### config.mk
export PLATFORM = sky130hd
export DESIGN_NAME = ocu_compare_channel
export DESIGN_NICKNAME = d
export VERILOG_FILES = /design/src/rtl/ocu_pkg.sv /design/src/rtl/ocu_cmp_store.sv /design/src/rtl/ocu_block_gate.sv /design/src/rtl/ocu_wave_ctl.sv /design/src/rtl/ocu_pin_mux.sv /design/src/rtl/ocu_compare_channel.sv
export SDC_FILE = /design/constraint.sdc
export NUM_CORES = 1
export LEC_CHECK = 0
export BUFFER_PORTS_ARGS = -buffer_cell sky130_fd_sc_hd__buf_2
export CAP_MARGIN = 20
export CORE_ASPECT_RATIO = 1.4
export CORE_MARGIN = 3
export CORE_UTILIZATION = 51
export CTS_CLUSTER_SIZE = 10
export DETAILED_ROUTE_END_ITERATION = 12
export PLACE_DENSITY_LB_ADDON = 0.1
export REMOVE_ABC_BUFFERS = 1
export SLEW_MARGIN = 5
export SYNTH_ARGS = -nofsm -noshare
export SYNTH_HDL_FRONTEND = slang
export SYNTH_SLANG_ARGS = --single-unit
### constraint.sdc
create_clock -name clk -period 3.1 [get_ports clk]
set_input_delay 0 -clock clk [delete_from_list [all_inputs] [get_ports clk]]
set_output_delay 0 -clock clk [all_outputs]
set_load 0.02 [all_outputs]
### src/rtl/ocu_pkg.sv
package ocu_pkg;

    localparam int OM_W = 2;

    // waveform family as seen by the action decoder
    typedef enum logic [1:0] {
        WF_PLAIN     = 2'b00,
        WF_SINGLE    = 2'b01,
        WF_DUAL      = 2'b10,
        WF_PLAIN_ALT = 2'b11
    } wave_e;

    // output action field encoding
    typedef enum logic [OM_W-1:0] {
        OM_OFF    = 2'b00,
        OM_TOGGLE = 2'b01,
        OM_LOW    = 2'b10,
        OM_HIGH   = 2'b11
    } omode_e;

    typedef enum logic [1:0] {
        ACT_NONE,
        ACT_CLEAR,
        ACT_SET,
        ACT_TOGGLE
    } act_e;

    // match gate after a software count write
    typedef enum logic {
        GATE_OPEN,
        GATE_HELD
    } gate_e;

    // internal output-compare level
    typedef enum logic {
        LVL_LOW,
        LVL_HIGH
    } level_e;

endpackage

### src/rtl/ocu_cmp_store.sv
module ocu_cmp_store
    import ocu_pkg::*;
#(
    parameter int W = 16
) (
    input  logic                clk,
    input  logic                rst_n,
    input  logic                cmp_wr,
    input  logic [W-1:0]        cmp_wdata,
    input  logic                om_wr,
    input  logic [OM_W-1:0]     om_wdata,
    input  logic [W-1:0]        count,
    output logic [OM_W-1:0]     om_q,
    output logic                equal
);

    logic [W-1:0] cmp_q;
    logic [W-1:0] bit_same;

    // compare value: direct load, no period buffering
    always_ff @(posedge clk or negedge rst_n) begin
        if (!rst_n) begin
            cmp_q <= '0;
        end else if (cmp_wr) begin
            cmp_q <= cmp_wdata;
        end
    end

    // action field: takes effect from the next cycle
    always_ff @(posedge clk or negedge rst_n) begin
        if (!rst_n) begin
            om_q <= OM_OFF;
        end else if (om_wr) begin
            om_q <= om_wdata;
        end
    end

    // per-bit equality, reduced to one match line
    for (genvar i = 0; i < W; i++) begin : g_eq
        assign bit_same[i] = ~(cmp_q[i] ^ count[i]);
    end

    assign equal = &bit_same;

endmodule

### src/rtl/ocu_block_gate.sv
module ocu_block_gate
    import ocu_pkg::*;
(
    input  logic clk,
    input  logic rst_n,
    input  logic tick,
    input  logic count_wr,
    input  logic equal,
    output logic match_ok
);

    gate_e state_q;
    gate_e state_d;

    // state register
    always_ff @(posedge clk or negedge rst_n) begin
        if (!rst_n) begin
            state_q <= GATE_OPEN;
        end else begin
            state_q <= state_d;
        end
    end

    // transitions
    always_comb begin
        state_d = state_q;
        unique case (state_q)
            GATE_OPEN: begin
                if (count_wr) begin
                    state_d = GATE_HELD;
                end
            end
            GATE_HELD: begin
                if (count_wr) begin
                    state_d = GATE_HELD;
                end else if (tick) begin
                    state_d = GATE_OPEN;
                end
            end
        endcase
    end

    // outputs: a match counts only when the gate is open and no write is in flight
    always_comb begin
        match_ok = 1'b0;
        unique case (state_q)
            GATE_OPEN: match_ok = tick & equal & ~count_wr;
            GATE_HELD: match_ok = 1'b0;
        endcase
    end

endmodule

### src/rtl/ocu_wave_ctl.sv
module ocu_wave_ctl
    import ocu_pkg::*;
(
    input  logic            clk,
    input  logic            rst_n,
    input  logic            tick,
    input  logic            match_ok,
    input  logic [1:0]      wave_mode,
    input  logic [OM_W-1:0] om,
    input  logic            cnt_down,
    input  logic            cnt_wrap,
    input  logic            force_strobe,
    input  logic            flag_clr,
    output logic            oc_bit,
    output logic            irq_flag
);

    wave_e  wm;
    omode_e om_e;
    act_e   act;
    logic   wrap_now;
    logic   plain_trig;
    level_e lvl_q;
    level_e lvl_d;

    assign wm         = wave_e'(wave_mode);
    assign om_e       = omode_e'(om);
    assign wrap_now   = tick & cnt_wrap;
    assign plain_trig = match_ok | force_strobe;

    // action decode
    always_comb begin
        act = ACT_NONE;
        unique case (wm)
            WF_SINGLE: begin
                // the wrap edge has priority over a match in the same tick
                if (om_e == OM_LOW) begin
                    if (wrap_now)      act = ACT_SET;
                    else if (match_ok) act = ACT_CLEAR;
                end else if (om_e == OM_HIGH) begin
                    if (wrap_now)      act = ACT_CLEAR;
                    else if (match_ok) act = ACT_SET;
                end
            end
            WF_DUAL: begin
                if (match_ok) begin
                    if (om_e == OM_LOW) begin
                        act = cnt_down ? ACT_SET : ACT_CLEAR;
                    end else if (om_e == OM_HIGH) begin
                        act = cnt_down ? ACT_CLEAR : ACT_SET;
                    end
                end
            end
            WF_PLAIN, WF_PLAIN_ALT: begin
                if (plain_trig) begin
                    unique case (om_e)
                        OM_OFF:    act = ACT_NONE;
                        OM_TOGGLE: act = ACT_TOGGLE;
                        OM_LOW:    act = ACT_CLEAR;
                        OM_HIGH:   act = ACT_SET;
                    endcase
                end
            end
        endcase
    end

    // level state register
    always_ff @(posedge clk or negedge rst_n) begin
        if (!rst_n) begin
            lvl_q <= LVL_LOW;
        end else begin
            lvl_q <= lvl_d;
        end
    end

    // level transitions
    always_comb begin
        lvl_d = lvl_q;
        unique case (lvl_q)
            LVL_LOW: begin
                if (act == ACT_SET || act == ACT_TOGGLE) begin
                    lvl_d = LVL_HIGH;
                end
            end
            LVL_HIGH: begin
                if (act == ACT_CLEAR || act == ACT_TOGGLE) begin
                    lvl_d = LVL_LOW;
                end
            end
        endcase
    end

    // interrupt flag: a match wins over a write-one clear
    always_ff @(posedge clk or negedge rst_n) begin
        if (!rst_n) begin
            irq_flag <= 1'b0;
        end else if (match_ok) begin
            irq_flag <= 1'b1;
        end else if (flag_clr) begin
            irq_flag <= 1'b0;
        end
    end

    assign oc_bit = (lvl_q == LVL_HIGH);

endmodule

### src/rtl/ocu_pin_mux.sv
module ocu_pin_mux
    import ocu_pkg::*;
(
    input  logic [OM_W-1:0] om,
    input  logic            oc_bit,
    input  logic            port_data,
    input  logic            port_dir,
    output logic            pin_out,
    output logic            pin_oe
);

    logic override;
    logic src;

    assign override = |om;
    assign src      = override ? oc_bit : port_data;
    assign pin_oe   = port_dir;
    assign pin_out  = port_dir & src;

endmodule

### src/rtl/ocu_compare_channel.sv
module ocu_compare_channel
    import ocu_pkg::*;
#(
    parameter int W = 16
) (
    input  logic         clk,
    input  logic         rst_n,
    input  logic         tick,
    input  logic [W-1:0] count,
    input  logic         count_wr,
    input  logic         cmp_wr,
    input  logic [W-1:0] cmp_wdata,
    input  logic         om_wr,
    input  logic [1:0]   om_wdata,
    input  logic [1:0]   wave_mode,
    input  logic         cnt_down,
    input  logic         cnt_wrap,
    input  logic         force_strobe,
    input  logic         flag_clr,
    input  logic         port_data,
    input  logic         port_dir,
    output logic         oc_bit,
    output logic         irq_flag,
    output logic         pin_out,
    output logic         pin_oe
);

    logic [OM_W-1:0] om_q;
    logic            equal;
    logic            match_ok;

    ocu_cmp_store #(.W(W)) u_store (
        .clk       (clk),
        .rst_n     (rst_n),
        .cmp_wr    (cmp_wr),
        .cmp_wdata (cmp_wdata),
        .om_wr     (om_wr),
        .om_wdata  (om_wdata),
        .count     (count),
        .om_q      (om_q),
        .equal     (equal)
    );

    ocu_block_gate u_gate (
        .clk      (clk),
        .rst_n    (rst_n),
        .tick     (tick),
        .count_wr (count_wr),
        .equal    (equal),
        .match_ok (match_ok)
    );

    ocu_wave_ctl u_wave (
        .clk          (clk),
        .rst_n        (rst_n),
        .tick         (tick),
        .match_ok     (match_ok),
        .wave_mode    (wave_mode),
        .om           (om_q),
        .cnt_down     (cnt_down),
        .cnt_wrap     (cnt_wrap),
        .force_strobe (force_strobe),
        .flag_clr     (flag_clr),
        .oc_bit       (oc_bit),
        .irq_flag     (irq_flag)
    );

    ocu_pin_mux u_pin (
        .om        (om_q),
        .oc_bit    (oc_bit),
        .port_data (port_data),
        .port_dir  (port_dir),
        .pin_out   (pin_out),
        .pin_oe    (pin_oe)
    );

endmodule

==> results.json <==
{
  "drt-initial-drc-count": 11,
  "list_of_cells_traversed_by_the_critical_path": "inv_1, ha_1, inv_1, a2111oi_0, mux2i_1, nand3b_1, o21ai_2",
  "first_global_vias": 1138,
  "drt_drc_violations_left": 0,
  "die_y_microns": 64.4,
  "predominant_post_synthesis_flop_cell": "sky130_fd_sc_hd__dfrtp_1",
  "place_hpwl_microns": 2130,
  "die_x_microns": 47.7,
  "worst-path-max-fanout": 5,
  "clock-root-buffer": "sky130_fd_sc_hd__clkbuf_4",
  "worst_setup_path_end_kind": "register",
  "critical_path.reg2reg.endpoint": "u_wave.oc_bit$_DFF_PN0_",
  "pre_cts_ws_ps": 1440,
  "finalHoldViolCount": 0,
  "slew_headroom_pct": 69.2,
  "gp_routability_congestion": 0.779,
  "final-max-slew-violation-count": 0,
  "power.density_nw_per_um2": 365,
  "placed_cells_incl_taps": 183,
  "detailedRoute.firstPassIterationCount": 4,
  "clk-insertion-delay-late_ps": 300,
  "worstSetupStartpoint": "u_store.om_q[0]$_DFFE_PN0P_",
  "critical_path.startpoint_type": "register",
  "grt_antenna_before_repair": 0,
  "finalCritPeriodShare_pct": 55.4,
  "rr_startpoint": "u_store.om_q[0]$_DFFE_PN0P_",
  "worst_path_max_delay_cell": "sky130_fd_sc_hd__dfrtp_1",
  "post_synth_num_cell_types": 28,
  "relative_area_change_from_synthesis_to_final_layout_pct": 44.5,
  "proportion_of_synthesized_flip_flops_having_asynchronous_set_or_reset_pct": 100,
  "netlist_top_cells_area": "sky130_fd_sc_hd__dfrtp_1 42%, sky130_fd_sc_hd__mux2_2 14%, sky130_fd_sc_hd__xnor2_1 11%",
  "pwr_total_uw": 656,
  "crit_arrival_ps": 1910,
  "max-clock-path-buffers": 2,
  "starting_density_of_the_core_pct": 55.2,
  "power.internal_uw": 465,
  "crit_end": "u_wave.oc_bit$_DFF_PN0_",
  "io-pin-count": 52,
  "fin_skew_ps": 4.80,
  "syn-instance-count": 113,
  "cp.buffers_inverters": 2,
  "drive_above_1_share_pct": 37.7,
  "groute.usage.overall_pct": 20.0,
  "tritoncts": "built",
  "crit_path_max_incr_delay_ps": 430,
  "crit_path_frequent_cell": "sky130_fd_sc_hd__inv_1",
  "worstHoldPathCells": 4,
  "cts.sinks": 21,
  "p_sw_uw": 191,
  "run_status": "complete, no violations",
  "cts_buffers": 3,
  "ys_seq_area_share_pct": 42.3,
  "avgRoutedWirePerCell_microns": 13.7,
  "netlist.area_leader.share_pct": 42.3,
  "grt.overflow.total": 0,
  "vdd_drop_max_uv": 345,
  "cts.reportedPaths.clkPinSlew_ps": 110,
  "cts_setup_buffers": 0,
  "synthesis.area_sq_um": 1240,
  "timing.max_cap.violations": 0,
  "power.switching_fraction_pct": 29.1,
  "synthesis.yosys.warnings": 0,
  "achievable-frequency_ghz": 0.582,
  "finalCriticalPeriod_ps": 1720,
  "layout_commonest_cell": "sky130_fd_sc_hd__buf_2",
  "synth.largest_area_cell": "sky130_fd_sc_hd__dfrtp_1",
  "vias": 1152,
  "layout_common_cells": "51 x sky130_fd_sc_hd__buf_2, 26 x sky130_fd_sc_hd__dlygate4sd3_1, 21 x sky130_fd_sc_hd__dfrtp_1, 16 x sky130_fd_sc_hd__xnor2_1, 16 x sky130_fd_sc_hd__mux2_2",
  "setup_ws_ps": 1380,
  "timing.hold.worst.class": "in2reg",
  "r2r_setup_slack_ps": 1380,
  "final-setup-viol-count": 0,
  "synth_enable_flop_cells": 0,
  "hold_slack_ps": 88.1,
  "drtAntennaViolNets": 0,
  "ys_seq_elements": 21,
  "routed_wl_microns": 2920,
  "pwr-share-clk_pct": 19.9,
  "hold_buffers": 26,
  "setup_repair_after_global_routing_missed_its_margin": "false",
  "required_ps": 3300,
  "antennaDiodeCount": 0,
  "leakagePower_nw": 0.820,
  "syn_avg_cell_area_sq_um": 11.0,
  "num-nets-final": 246,
  "setup_total_negative_slack_ps": 0,
  "grt_max_degree": 22,
  "worst_pin_slew_ps": 462,
  "port_buffers": 51,
  "comb_power_share_pct": 30.6,
  "critical_path_stages": 7,
  "timing.critical_path.max_delay_family": "compound AO/OA/AOI/OAI gates",
  "worst-setup-path-type": "reg2reg",
  "std_cell_rows": 20,
  "r2r.worst_path.cells": 7,
  "finish.cell_count_without_fillers": 213,
  "route.detailed.vias_per_inst": 5.41,
  "htree_levels": 1,
  "grt_first_pass_wirelength_microns": 4530,
  "postCtsResizedCells": 0,
  "core_area_sq_um": 2250,
  "design.die.area_sq_um": 3080,
  "final.fill_count": 163,
  "share_seq_of_total_power_pct": 49.5
}
power by group through the flow:
| stage | clock network (mW) | logic [mW] | registers (mW) |
|---|---|---|---|
| 4_1_cts | 0.142 | 0.201 | 0.324 |
| 6_report | 0.131 | 0.201 | 0.325 |
| 3_5_place_dp | 0 | 0.173 | 0.329 |
| 3_3_place_gp | 0 | 0.168 | 0.327 |
| 2_1_floorplan | 0 | 0.104 | 0.327 |
| 5_1_grt | 0.147 | 0.219 | 0.328 |
routing by layer:
metal	vias to the layer above	share of wire [%]	track usage [%]	routed length, microns
li1	558	-	-	-
met4	0	1.5	7.07	45
met2	42	54	35.8	1590
met1	547	39	22.8	1150
met5	-	0	0	0
met3	5	4.5	2.22	132
cell usage after synthesis, types with 2 or more instances:
library cell                n
sky130_fd_sc_hd__nand3b_1   2
sky130_fd_sc_hd__a21o_1     2
sky130_fd_sc_hd__nand2_1    4
sky130_fd_sc_hd__o21ai_0    7
sky130_fd_sc_hd__a21oi_1    3
sky130_fd_sc_hd__nor3_1     2
sky130_fd_sc_hd__o21a_1     2
sky130_fd_sc_hd__nor2b_1    2
sky130_fd_sc_hd__mux2_2    16
sky130_fd_sc_hd__ha_1       6
sky130_fd_sc_hd__xnor2_1   16
sky130_fd_sc_hd__nand3_1    2
sky130_fd_sc_hd__nor2_1     2
sky130_fd_sc_hd__inv_1      7
sky130_fd_sc_hd__mux2i_1    2
sky130_fd_sc_hd__dfrtp_1   21
sky130_fd_sc_hd__nand4_1    6
stage by stage:
step / utilization, % / area, sq um
after floorplan: - / 1230
after global placement: 67.1 / 1510
after detailed placement: 67.1 / 1510
after CTS: 79.8 / 1800
after global routing: 79.8 / 1800
final: 79.8 / 1800
tightest hold or removal path, delay by kind of cell:
kind | cells | cell delay, ps
buf+inv | 1 | 90
compound gates | 3 | 270
area by class of cell:
cell class / count / area, sq um / area share, %
sequential: 21 / 526 / 29.2
tap: 22 / 27.5 / 1.53
inverter: 7 / 26.3 / 1.46
timing repair buffer: 77 / 515 / 28.7
multi-input combinational: 82 / 676 / 37.6
clock buffer: 4 / 26.3 / 1.46
registers in the layout (all words and copies together) (netlist names):
signal	cells
u_gate.state_q	1
u_store.cmp_q	16
u_store.om_q	2
u_wave.irq_flag	1
u_wave.oc_bit	1
how the worst min path moves through the flow:
stage | start | end | slack [ps]
after floorplan | rst_n | u_gate.state_q$_DFF_PN0_ | -300
after global placement | rst_n | u_store.cmp_q[0]$_DFFE_PN0P_ | -20
after detailed placement | rst_n | u_store.cmp_q[0]$_DFFE_PN0P_ | -10
after CTS | force_strobe | u_wave.oc_bit$_DFF_PN0_ | 80
after global routing | force_strobe | u_wave.oc_bit$_DFF_PN0_ | 90
final | force_strobe | u_wave.oc_bit$_DFF_PN0_ | 90
cells by family (layout without fill, tap and decap cells):
group / after synthesis / in the layout / share of synthesized area (%)
and+or+nand+nor: 22 / 22 / 10.4
buffers and inverters: 10 / 88 / 3.42
DFF: 21 / 21 / 42.3
AOI/OAI and AO/OA: 20 / 20 / 10.6
muxes: 18 / 18 / 16.1
xor gates and xnor gates: 16 / 16 / 11.3
adders and majority gates: 6 / 6 / 6.04
Note: power is estimated with default switching activity, not from simulation.
